### src/rtl/rmw_unit.sv
module rmw_unit #(
  parameter bit OUT_REG = 1'b1
) (
  input  logic        clk,
  input  logic        rst_n,
  input  logic        in_valid,
  input  logic [2:0]  op,
  input  logic        wide,
  input  logic [15:0] operand,
  input  logic [15:0] acc,
  input  logic        c_in,
  output logic        out_valid,
  output logic [15:0] result,
  output logic        n_out,
  output logic        z_out,
  output logic        c_out,
  output logic        n_we,
  output logic        z_we,
  output logic        c_we
);

  localparam logic [2:0] OP_INC = 3'd0, OP_DEC = 3'd1, OP_SHL = 3'd2, OP_SHR = 3'd3,
                         OP_ROL = 3'd4, OP_ROR = 3'd5, OP_CLR = 3'd6, OP_SET = 3'd7;

  logic [15:0] mask, opm, am, r_raw, r;
  logic        top_old, c_new, z_new, n_new;
  logic        ne, ze, ce;

  assign mask    = wide ? 16'hFFFF : 16'h00FF;
  assign opm     = operand & mask;
  assign am      = acc & mask;
  assign top_old = wide ? opm[15] : opm[7];

  always_comb begin
    r_raw = opm;
    c_new = 1'b0;
    ne    = 1'b1;
    ce    = 1'b0;
    case (op)
      OP_INC: r_raw = opm + 16'd1;
      OP_DEC: r_raw = opm - 16'd1;
      OP_SHL: begin r_raw = opm << 1; c_new = top_old; ce = 1'b1; end
      OP_SHR: begin r_raw = opm >> 1; c_new = opm[0];  ce = 1'b1; end
      OP_ROL: begin r_raw = (opm << 1) | {15'd0, c_in}; c_new = top_old; ce = 1'b1; end
      OP_ROR: begin
        r_raw = opm >> 1;
        if (wide) r_raw[15] = c_in;
        else      r_raw[7]  = c_in;
        c_new = opm[0];
        ce    = 1'b1;
      end
      OP_CLR: begin r_raw = opm & ~am; ne = 1'b0; end
      default: begin r_raw = opm | am; ne = 1'b0; end
    endcase
  end

  assign r     = r_raw & mask;
  assign n_new = ne & (wide ? r[15] : r[7]);
  assign ze    = 1'b1;
  assign z_new = (op == OP_CLR || op == OP_SET) ? ((opm & am) == 16'd0) : (r == 16'd0);

  generate
    if (OUT_REG) begin : g_reg
      always_ff @(posedge clk) begin
        if (!rst_n) begin
          out_valid <= 1'b0;
          result    <= 16'd0;
          n_out     <= 1'b0;
          z_out     <= 1'b0;
          c_out     <= 1'b0;
          n_we      <= 1'b0;
          z_we      <= 1'b0;
          c_we      <= 1'b0;
        end else begin
          out_valid <= in_valid;
          result    <= in_valid ? r : 16'd0;
          n_out     <= in_valid & n_new;
          z_out     <= in_valid & z_new;
          c_out     <= in_valid & ce & c_new;
          n_we      <= in_valid & ne;
          z_we      <= in_valid & ze;
          c_we      <= in_valid & ce;
        end
      end
    end else begin : g_comb
      assign out_valid = in_valid;
      assign result    = in_valid ? r : 16'd0;
      assign n_out     = in_valid & n_new;
      assign z_out     = in_valid & z_new;
      assign c_out     = in_valid & ce & c_new;
      assign n_we      = in_valid & ne;
      assign z_we      = in_valid & ze;
      assign c_we      = in_valid & ce;
    end
  endgenerate

endmodule

### config.mk
export PLATFORM = sky130hd
export DESIGN_NAME = rmw_unit
export DESIGN_NICKNAME = d
export VERILOG_FILES = /design/src/rtl/rmw_unit.sv
export SDC_FILE = /design/constraint.sdc
export NUM_CORES = 1
export LEC_CHECK = 0
export BUFFER_PORTS_ARGS = -buffer_cell sky130_fd_sc_hd__clkbuf_2
export CORE_ASPECT_RATIO = 0.5
export CORE_MARGIN = 1.5
export CORE_UTILIZATION = 25
export DETAILED_ROUTE_END_ITERATION = 8
export SKIP_LAST_GASP = 1
export SLEW_MARGIN = 30
export SYNTH_ARGS = -nofsm -noshare
export SYNTH_HDL_FRONTEND = slang
export SYNTH_SLANG_ARGS = --single-unit
### constraint.sdc
create_clock -name clk -period 3.4 [get_ports clk]
set_input_delay 0.34 -clock clk [delete_from_list [all_inputs] [get_ports clk]]
set_output_delay 0.34 -clock clk [all_outputs]
set_load 0.01 [all_outputs]
## After elaboration in Yosys (flattened, before gate mapping)

Index checks and enable logic that the tools add are counted.

- Flip-flop bits (word level): 22
- Input bits: 40
- Output and inout bits: 23
- Logic and storage cells: 49

- $add $sub $neg: 2
- Equal/unequal tests: 7
- Mux-type cells: 10
- Bitwise gates (word level): 14
- Reductions and logical operators: 9

Operators by type and width:

| operator | number |
|---|---|
| $pmux W16 S7 | 1 |
| $and A16 B16 Y16 | 5 |
| $logic_not A16 Y1 | 2 |
| $add A16 B1 Y16 const B | 1 |
| $mux W16 | 1 |
| $not A16 Y16 | 1 |
| $or A16 B1 Y16 | 1 |
| $or A16 B16 Y16 | 1 |
| $sub A16 B1 Y16 const B | 1 |
| $eq A3 B3 Y1 const B | 4 |
| $mux W1 | 7 |
| $and A1 B1 Y1 | 6 |
| $eq A3 B2 Y1 const B | 2 |
| $reduce_or A6 Y1 | 1 |
| $reduce_or A2 Y1 | 2 |
| $reduce_or A4 Y1 | 1 |
| $eq A3 B1 Y1 const B | 1 |
| $logic_not A3 Y1 | 1 |
| $pmux W1 S2 | 1 |
| $reduce_and A2 Y1 | 1 |
| $logic_or A1 B1 Y1 | 1 |

## Depth between registers and ports, before layout

Gate-level depths: netlist (run 1).

- Word-level depth: 9
- Depth in mapped cells: 15
- Depth with buffers taken out: 11

## Worst setup path before layout (run 1)

OpenSTA, ideal clock, no wires.

- Path type: input -> register
- From: input port op[1]
- To: register z_out
- Setup time: 0.073 ns
- Data arrival time: 2.902 ns
- Data required time: 3.327 ns
- Slack: 0.425 ns
- Stages: 15
- Buffers on the path: 4
- Cell sequence: or3b_1 -> buf_6 -> inv_6 -> buf_12 -> buf_4 -> ha_1 -> buf_1 -> nand2_1 -> or4_1 -> o21ai_1 -> a2111oi_1 -> nor3_2 -> nor3b_1 -> o2111ai_1 -> o211ai_2

- Cells in the longest elaborated chain, start to end: 6
- Elaborated cells between the ends (all ways): 14
- Those cells by class: eq/ne (7); mux (2); bitwise (2); reduce/logical (3)

RTL lines:

| what | RTL line | source |
|---|---|---|
| from (decl) | 7 | `input logic [2:0] op,` |
| $eq A3 B3 Y1, or another cell as far along | 39, 60 |  |
| $pmux W16 S7 | 39 | `case (op)` |
| $and A16 B16 Y16 | 57 | `assign r = r_raw & mask;` |
| $logic_not A16 Y1 | 60 | `assign z_new = (op == OP_CLR \|\| op == OP_SET) ? ((opm & am) == 16'd0) : (r == 16'd0);` |
| $mux W1 (*) | 60 |  |
| $and A1 B1 Y1 (*) | 78 | `z_out <= in_valid & z_new;` |
| to (signal assigned) | 78 |  |
| to (decl) | 15 | `output logic z_out,` |

Mark *: on every way between the ends. The rest lies on a longest branch, timed or not.
A chain may end at the register's enable or synchronous reset.

## Worst setup path after layout (run 1)

Ends and elaborated chain as after synthesis.

==> results.py, run 1 <==
metrics = {
    "status": {
        "status": "completed",
    },
    "global_routing": {
        "global_route.usage.total_pct": 16.56,
        "global_route_wire_length_before_repair_um": 13650,
        "via_count_of_the_first_global_routing_pass": 2589,
        "grt_overflow_total": 0,
        "grt_antenna_before_repair": 0,
        "pin_count_of_the_biggest_net_entering_global_routing": 29,
    },
    "synth": {
        "yosysUniqueCellTypes": 75,
        "yosysWarningCount": 0,
        "share_of_synthesized_area_occupied_by_flip_flops_and_latches_pct": 17.78,
        "synth_edf_count": 0,
        "number_of_storage_elements_in_the_synthesis_netlist": 22,
        "asyncSetResetFlopFracSynth_pct": 0,
        "synth.avg_cell_area_um2": 7.351,
        "synthCells": 337,
        "syn_nets": 382,
        "post_synth_instance_area_um2": 2477,
        "yosys_most_used_dff": "sky130_fd_sc_hd__dfxtp_1",
    },
    "clocking": {
        "cts-resized-gates": 0,
        "clock_sinks": 22,
        "path_clk_slew_ps": 50,
        "clockBufferDepth": 2,
        "cts_hold_buffers": 0,
        "maximum_level_of_the_cts_h_tree": 1,
        "tritoncts": "done",
        "ctsRootBufferMaster": "sky130_fd_sc_hd__clkbuf_16",
        "numCtsBuffers": 3,
        "cts_post_setup_buffers_inserted": 0,
    },
    "cells_and_area": {
        "filler_cell_count": 1036,
        "post_route_cells_drive_above_1_share_pct": 23.90,
        "utilization_of_the_core_after_routing_pct": 31.13,
        "final_common_cell": "sky130_fd_sc_hd__clkbuf_2",
        "area_delta_synth_final_pct": 19.90,
        "num-nets-final": 432,
        "mostFrequentLayoutCells": "sky130_fd_sc_hd__clkbuf_2, sky130_fd_sc_hd__nor2_1, sky130_fd_sc_hd__nand2_1, sky130_fd_sc_hd__dfxtp_1",
        "diodes": 0,
    },
    "power_and_ir_drop": {
        "internal_power_w": 0.0005483,
        "sw_power_w": 0.0002855,
        "combPwrFrac_pct": 38.2,
        "powerDensity_nw_per_um2": 280.7,
        "p_leak_nw": 1.234,
        "switching_portion_of_total_power_pct": 34.24,
        "power.share.sequential_pct": 32.8,
        "clkPwrFrac_pct": 29.0,
        "maximum_resistive_drop_on_vdd_uv": 154.9,
    },
    "timing": {
        "totalNegativeSetupSlack_ps": 0,
        "fmax_mhz": 346.1,
        "tightest_slew_ps": 670.9,
        "normalized_max_slew_margin_pct": 55.14,
        "final-setup-viol-count": 0,
        "layout_worst_path_cycle_share_pct": 84.98,
        "unrepaired_setup_endpoints_after_global_routing": "false",
        "finalMaxSlewViolations": 0,
        "hold_viol": 0,
        "period_needed_ps": 2889,
    },
    "floorplan": {
        "num_rows": 25,
        "floorplan.io_pins": 63,
        "fp.dieArea_um2": 10550,
        "starting_density_of_the_core_pct": 25.97,
        "floorplan_die_height_um": 73.39,
        "die_w_um": 143.8,
        "core-area_um2": 9540,
    },
    "worst_setup_path": {
        "crit_fanout": 12,
        "timing.critical_path.arrival_ps": 3080,
        "required_ps": 3590,
        "setup.worst_path.class": "primary input to flop",
        "critPathCaptureType": "flop",
        "worst_setup_path_start_kind": "primary input",
    },
    "placed_design": {
        "dp_hpwl_um": 6738,
        "routabilityCongestion": 0.8973,
        "port_buffers": 62,
    },
    "route": {
        "detailedRoute.firstIterationViolations": 344,
        "drc": 0,
        "totalWireLength_um": 8543,
        "dr_total_vias": 2781,
        "wl_per_cell_um": 16.43,
        "post_drt_via_cell_ratio": 5.348,
        "final_antenna_net_count": 0,
        "drt_pass1_iterations": 5,
    },
    "hold_path": {
        "timing.hold.worst.class": "primary input to flop",
    },
    "flow_run": {
        "maxCapViolCount": 0,
    },
}
layout make-up:
class | instances | area [µm²] | share of cell area [%]
tap | 135 | 168.9 | 5.687
timing repair buffer | 76 | 415.4 | 13.98
inverter | 14 | 57.56 | 1.938
clock buffer | 3 | 75.07 | 2.527
sequential | 22 | 440.4 | 14.83
multi-input combinational | 270 | 1813 | 61.04
state kept, by name, summed over array words and instances, names as in the netlist:
register,count
z_we,1
n_we,1
z_out,1
c_we,1
c_out,1
n_out,1
result,16
critical path, stage by stage:
cell	delay, ps
sky130_fd_sc_hd__clkbuf_2	90
sky130_fd_sc_hd__buf_4	190
sky130_fd_sc_hd__inv_1	140
sky130_fd_sc_hd__ha_1	300
sky130_fd_sc_hd__nor3_1	390
sky130_fd_sc_hd__or2_1	370
sky130_fd_sc_hd__buf_4	240
sky130_fd_sc_hd__a22o_1	150
sky130_fd_sc_hd__o211ai_1	190
sky130_fd_sc_hd__a2111oi_4	360
sky130_fd_sc_hd__nand4_1	150
sky130_fd_sc_hd__o211ai_2	170
path summary, 6_finish.rpt:
path,startpoint,end,slack [ps],cells past startpoint
worst max-delay path,op[1],z_out,510,12
worst min-delay path,in_valid,c_we,380,2
metrics by stage:
stage	area, µm²	hold slack, ps	power (W)	cells	setup slack (ps)
CTS	2970	382.1	0.0008345	520	540.2
global route	2970	390.7	0.0008852	520	252.9
finish	2970	378.5	0.0008339	520	510.6
detailed placement	2895	644.2	0.0005931	517	270.7
floorplan	2477	511.1	0.0004900	337	425.2
global placement	2895	641.0	0.0005946	517	272.1
cell families after synthesis:
kind of cell / synth area share, %
muxes: 5.354
AOI/OAI and AO/OA: 30.00
and+or+nand+nor: 28.79
xor gates and xnor gates: 6.515
DFF: 17.78
adders and majority gates: 2.525
buffers and inverters: 9.040
routing by layer:
layer  global-route usage, %  vias up  share of wire (%)
met5                       0        -                  0
met4                   4.195        0                1.6
met3                   4.042       12                7.5
met2                   26.01      112                 44
met1                   22.78     1302                 47
li1                        -     1355                  -
synth_stat cells, drive strengths merged (4+ instances only):
cell type / count / area (µm²)
o21ai: 16 / 80.07
nand4: 6 / 37.54
nand2: 32 / 120.1
and3: 5 / 31.28
o211ai: 7 / 57.55
dfxtp: 22 / 440.4
a211oi: 4 / 30.03
clkbuf: 15 / 56.30
nor2: 40 / 150.1
xor2: 4 / 35.03
a22oi: 6 / 45.04
inv: 14 / 57.55
xnor2: 11 / 103.9
buf: 16 / 110.1
and2: 5 / 31.28
o22a: 6 / 52.55
nand3: 13 / 70.07
mux2i: 11 / 110.1
ha: 5 / 62.56
a2111oi: 6 / 78.83
a21oi: 15 / 78.83
nand3b: 5 / 37.54
nor3: 15 / 80.08
or4: 4 / 30.03
power groups by stage:
stage | Combinational, W | Sequential, W | Clock (W)
5_1_grt | 0.000349 | 0.000275 | 0.000261
4_1_cts | 0.000315 | 0.000274 | 0.000245
3_3_place_gp | 0.000315 | 0.000280 | 0
2_1_floorplan | 0.000204 | 0.000286 | 0
6_report | 0.000318 | 0.000274 | 0.000242
3_5_place_dp | 0.000314 | 0.000280 | 0
Power figures use the tool's default switching activity.
==> run 2, diff against run 1 <==
==> constraint.sdc (replaced) <==
create_clock -name clk -period 2.57 [get_ports clk]
set_input_delay 0.257 -clock clk [delete_from_list [all_inputs] [get_ports clk]]
set_output_delay 0.257 -clock clk [all_outputs]
set_load 0.01 [all_outputs]
==> results.py, run 2 (synthesis results as in run 1) <==
metrics = {
    "worst_setup_path": {
        "critPathCaptureType": "flop",
        "max_stage_delay_cell_worst_path": "sky130_fd_sc_hd__or3b_4",
        "crit_fanout": 5,
        "required_ps": 2710,
        "path_delay_family": "simple AND/OR/NAND/NOR gates",
        "critPathBufInv": 2,
        "setup.worst_path.class": "primary input to flop",
        "timing.critical_path.arrival_ps": 2740,
        "critical-path-max-stage-delay_ps": 420,
        "worst_setup_path_start_kind": "primary input",
        "worstPathCellList": "clkbuf_2 -> or3b_4 -> xnor2_1 -> ha_2 -> nor4_4 -> a31oi_1 -> a2111oi_1 -> o21ai_1 -> buf_4 -> nor3_4 -> a221oi_4 -> nand4b_1 -> o211ai_2",
    },
    "cells_and_area": {
        "diodes": 0,
        "post_route_cells_drive_above_1_share_pct": 34.64,
        "number_of_flip_flops_in_the_largest_register": 16,
        "area_delta_synth_final_pct": 37.17,
        "mostFrequentLayoutCells": "sky130_fd_sc_hd__clkbuf_2, sky130_fd_sc_hd__buf_4, sky130_fd_sc_hd__nor2_1, sky130_fd_sc_hd__nand2_1, sky130_fd_sc_hd__dfxtp_1",
        "num-nets-final": 480,
        "finalInstanceArea_um2": 3398,
        "filler_cell_count": 1014,
        "regMostFlops": "result",
    },
    "global_routing": {
        "grt_overflow_total": 0,
        "global_route_wire_length_before_repair_um": 14300,
        "via_count_of_the_first_global_routing_pass": 2810,
        "pin_count_of_the_biggest_net_entering_global_routing": 21,
        "global_route.usage.total_pct": 17.24,
        "grt_antenna_before_repair": 0,
    },
    "hold_path": {
        "timing.hold.worst.class": "primary input to flop",
    },
    "timing": {
        "final-setup-viol-count": 2,
        "period_needed_ps": 2601,
        "finalMaxSlewViolations": 0,
        "tightest_slew_ps": 549.8,
        "fin_ws_ps": -30.52,
        "normalized_max_slew_margin_pct": 62.86,
        "fmax_mhz": 384.5,
        "fin_hold_ws_ps": 283.4,
        "layout_worst_path_cycle_share_pct": 101.2,
        "unrepaired_setup_endpoints_after_global_routing": "true",
        "hold_viol": 0,
    },
    "clocking": {
        "clockBufferDepth": 2,
        "maximum_level_of_the_cts_h_tree": 1,
        "clock_sinks": 22,
        "ctsRootBufferMaster": "sky130_fd_sc_hd__clkbuf_16",
        "tritoncts": "done",
        "path_clk_slew_ps": 60,
        "numCtsBuffers": 3,
    },
    "route": {
        "drc": 0,
        "final_antenna_net_count": 0,
        "post_drt_via_cell_ratio": 5.347,
        "detailedRoute.firstIterationViolations": 401,
        "wl_per_cell_um": 15.84,
        "drt_pass1_iterations": 5,
        "totalWireLength_um": 8998,
        "dr_total_vias": 3037,
    },
    "status": {
        "violations": "setup timing",
        "status": "finished, violations left",
    },
    "floorplan": {
        "core-area_um2": 9540,
        "num_rows": 25,
        "floorplan.io_pins": 63,
        "floorplan_die_height_um": 73.39,
        "die_w_um": 143.8,
        "fp.dieArea_um2": 10550,
        "starting_density_of_the_core_pct": 25.97,
    },
    "power_and_ir_drop": {
        "powerDensity_nw_per_um2": 353.0,
        "maximum_resistive_drop_on_vdd_uv": 244.1,
        "p_leak_nw": 1.473,
    },
    "placed_design": {
        "dp_hpwl_um": 7170,
        "routabilityCongestion": 0.9608,
        "port_buffers": 62,
        "placement_cell_area_um2": 3267,
    },
    "flow_run": {
        "maxCapViolCount": 0,
    },
}
[run 2: worst paths after layout]
| kind | startpoint | to | slack (ps) | cells past startpoint |
|---|---|---|---|---|
| worst max-delay path | op[1] | z_out | -30 | 13 |
| worst min-delay path | in_valid | c_we | 280 | 2 |
[run 2: through the flow]
| step | setup TNS (ps) | power [W] | setup slack, ps | cells | util, % |
|---|---|---|---|---|---|
| 2_1_floorplan | -254.5 | 0.0006519 | -246.0 | 337 | - |
| 3_3_place_gp | -928.0 | 0.0008673 | -300.8 | 564 | 34.24 |
| 3_5_place_dp | -1183 | 0.0008683 | -324.9 | 564 | 34.24 |
| 4_1_cts | -19.26 | 0.001188 | -19.26 | 567 | 35.11 |
| 5_1_grt | -466.1 | 0.001263 | -162.2 | 568 | 35.62 |
| 6_report | -49.31 | 0.001200 | -30.52 | 568 | 35.62 |
[run 2: cell type report]
type                            count  area (µm²)  area share (%)
Sequential cell                    22       440.4           12.96
Multi-Input combinational cell    270        1881           55.34
Inverter                           14       57.56           1.694
Tap cell                          135       168.9           4.971
Clock buffer                        3       75.07           2.209
Timing Repair Buffer              124       775.7           22.83
[run 2: what timing repair did]
item,CTS,global route
buffers inserted,0,1
hold endpoints to repair,0,0
resized for setup,2,9
pin swaps,1,0
hold buffers,0,0
setup endpoints to repair,2,4
[run 2: report_power, final]
| part | total [W] | internal, W | switching (W) |
|---|---|---|---|
| combinational | 0.000521 | 0.000236 | 0.000285 |
| clock | 0.000317 | 0.000205 | 0.000112 |
| sequential | 0.000362 | 0.000358 | 0.00000437 |
| total | 0.00120 | 0.000799 | 0.000401 |
[run 2: routing by layer]
layer / part of all wire, % / routed length, µm / GRT usage (%) / vias to the layer above
li1: - / - / - / 1454
met4: 2.7 / 241 / 4.762 / 0
met3: 7.2 / 652 / 2.803 / 20
met5: 0 / 0 / 0 / -
met1: 46 / 4097 / 24.10 / 1435
met2: 45 / 4006 / 27.51 / 128
==> run 3, diff against run 2 <==
--- a/config.mk
+++ b/config.mk
@@ -10,6 +10,8 @@
 export CORE_MARGIN = 1.5
 export CORE_UTILIZATION = 25
 export DETAILED_ROUTE_END_ITERATION = 8
+export MAX_ROUTING_LAYER = met4
+export REMOVE_ABC_BUFFERS = 1
 export SKIP_LAST_GASP = 1
 export SLEW_MARGIN = 30
 export SYNTH_ARGS = -nofsm -noshare
==> results.py, run 3 (synthesis results as in run 1) <==
metrics = {
    "timing": {
        "hold_viol": 0,
        "fmax_mhz": 368.1,
        "fin_ws_ps": -146.7,
        "finalMaxSlewViolations": 0,
        "period_needed_ps": 2717,
        "unrepaired_setup_endpoints_after_global_routing": "true",
        "tightest_slew_ps": 666.6,
        "final-setup-viol-count": 2,
        "normalized_max_slew_margin_pct": 55.40,
        "layout_worst_path_cycle_share_pct": 105.7,
        "fin_hold_ws_ps": 299.5,
    },
    "worst_setup_path": {
        "max_stage_delay_cell_worst_path": "sky130_fd_sc_hd__or3b_4",
        "critPathBufInv": 4,
        "setup.worst_path.class": "primary input to flop",
        "worstPathCellList": "buf_6 -> or3b_4 -> xnor2_2 -> ha_2 -> nor4_4 -> buf_4 -> a21oi_4 -> a21oi_2 -> buf_4 -> mux2_4 -> xor2_2 -> buf_4 -> o21ai_2 -> nor2b_1",
        "critical-path-max-stage-delay_ps": 420,
        "critPathCaptureType": "flop",
        "worst_path_most_repeated_cell": "sky130_fd_sc_hd__buf_4",
        "crit_fanout": 5,
        "required_ps": 2770,
        "path_delay_family": "simple AND/OR/NAND/NOR gates",
        "timing.critical_path.arrival_ps": 2910,
        "worst_setup_path_start_kind": "primary input",
        "critical_path.startpoint": "op[2]",
    },
    "status": {
        "violations": "setup timing",
        "status": "finished, violations left",
    },
    "clocking": {
        "ctsRootBufferMaster": "sky130_fd_sc_hd__clkbuf_16",
        "path_clk_slew_ps": 60,
        "maximum_level_of_the_cts_h_tree": 1,
        "clock_sinks": 22,
        "tritoncts": "done",
        "numCtsBuffers": 3,
        "clockBufferDepth": 2,
        "cts_hold_buffers": 0,
    },
    "route": {
        "wl_per_cell_um": 15.92,
        "detailedRoute.firstIterationViolations": 311,
        "post_drt_via_cell_ratio": 5.187,
        "drt_pass1_iterations": 5,
        "drc": 0,
        "final_antenna_net_count": 0,
        "dr_total_vias": 3029,
        "totalWireLength_um": 9300,
    },
    "hold_path": {
        "timing.hold.worst_endpoint": "c_we",
        "hold_start": "in_valid",
        "timing.hold.worst.class": "primary input to flop",
        "holdPathStages": 2,
    },
    "floorplan": {
        "core-area_um2": 9540,
        "die_w_um": 143.8,
        "floorplan_die_height_um": 73.39,
        "floorplan.io_pins": 63,
        "fp.dieArea_um2": 10550,
        "num_rows": 25,
        "starting_density_of_the_core_pct": 25.97,
    },
    "placed_design": {
        "dp_slack_ps": -382.0,
        "port_buffers": 62,
        "placed_instance_count": 571,
        "routabilityCongestion": 0.9684,
        "dp_hpwl_um": 7294,
    },
    "global_routing": {
        "via_count_of_the_first_global_routing_pass": 2685,
        "pin_count_of_the_biggest_net_entering_global_routing": 21,
        "grt_antenna_before_repair": 0,
        "global_route_wire_length_before_repair_um": 14370,
        "grt_overflow_total": 0,
        "global_route.usage.total_pct": 17.97,
    },
    "power_and_ir_drop": {
        "powerDensity_nw_per_um2": 346.1,
        "maximum_resistive_drop_on_vdd_uv": 190.8,
        "p_leak_nw": 1.572,
    },
    "cells_and_area": {
        "final_common_cell": "sky130_fd_sc_hd__buf_4",
        "number_of_flip_flops_in_the_largest_register": 16,
        "mostFrequentLayoutCells": "sky130_fd_sc_hd__buf_4, sky130_fd_sc_hd__clkbuf_2, sky130_fd_sc_hd__nor2_1, sky130_fd_sc_hd__nand2_1, sky130_fd_sc_hd__dfxtp_1",
        "post_route_cells_drive_above_1_share_pct": 38.75,
        "filler_cell_count": 986,
        "diodes": 0,
        "post_layout_nonfiller_instances": 584,
        "area_delta_synth_final_pct": 43.94,
        "num-nets-final": 496,
        "regMostFlops": "result",
    },
    "flow_run": {
        "maxCapViolCount": 0,
    },
}
-- run 3: changes by cell type in the layout (fill, tap and decap cells not counted), sizes merged --
cell,delta
buf,+18
clkbuf,-2
-- run 3: per-stage QoR --
stage / setup TNS, ps / utilization (%) / cell area (µm²) / total power [W]
after floorplan: -481.9 / - / 2311 / 0.0005993
after global placement: -1096 / 34.73 / 3313 / 0.0008697
after detailed placement: -1292 / 34.73 / 3313 / 0.0008711
after CTS: -55.86 / 35.71 / 3407 / 0.001198
after global routing: -611.6 / 37.38 / 3566 / 0.001296
final: -289.6 / 37.38 / 3566 / 0.001234
-- run 3: how the worst max path moves through the flow --
stage,to,slack (ps),cells after the start
2_1_floorplan,z_out,-330,11
3_3_place_gp,n_out,-370,12
3_5_place_dp,z_out,-380,11
4_1_cts,z_out,-60,11
5_1_grt,z_out,-260,13
6_report,result[14],-150,14
-- run 3: what timing repair did --
action | in CTS | in global routing
setup endpoints to repair | 2 | 4
pin swaps | 3 | 17
gates resized for setup | 5 | 22
buffers inserted | 0 | 10
-- run 3: cell type report --
type	instances	area (µm²)	area share, %
tap	135	168.9	4.737
multi-input combinational	270	1903	53.37
inverter	14	57.56	1.614
timing repair buffer	140	920.9	25.82
sequential	22	440.4	12.35
clock buffer	3	75.07	2.105
-- run 3: layer usage --
| layer | GRT usage [%] | vias to the layer above | routed length (µm) |
|---|---|---|---|
| li1 | - | 1480 | - |
| met1 | 24.57 | 1390 | 4239 |
| met2 | 28.15 | 149 | 4153 |
| met3 | 2.608 | 10 | 757 |
| met4 | 3.968 | 0 | 149 |
| met5 | - | - | 0 |
-- run 3: where the power goes --
group / leakage, nW / total [W] / switching, W / internal [W]
registers: 0.180 / 0.000362 / 0.00000408 / 0.000358
logic: 1.36 / 0.000550 / 0.000293 / 0.000256
clock network: 0.0370 / 0.000323 / 0.000117 / 0.000205
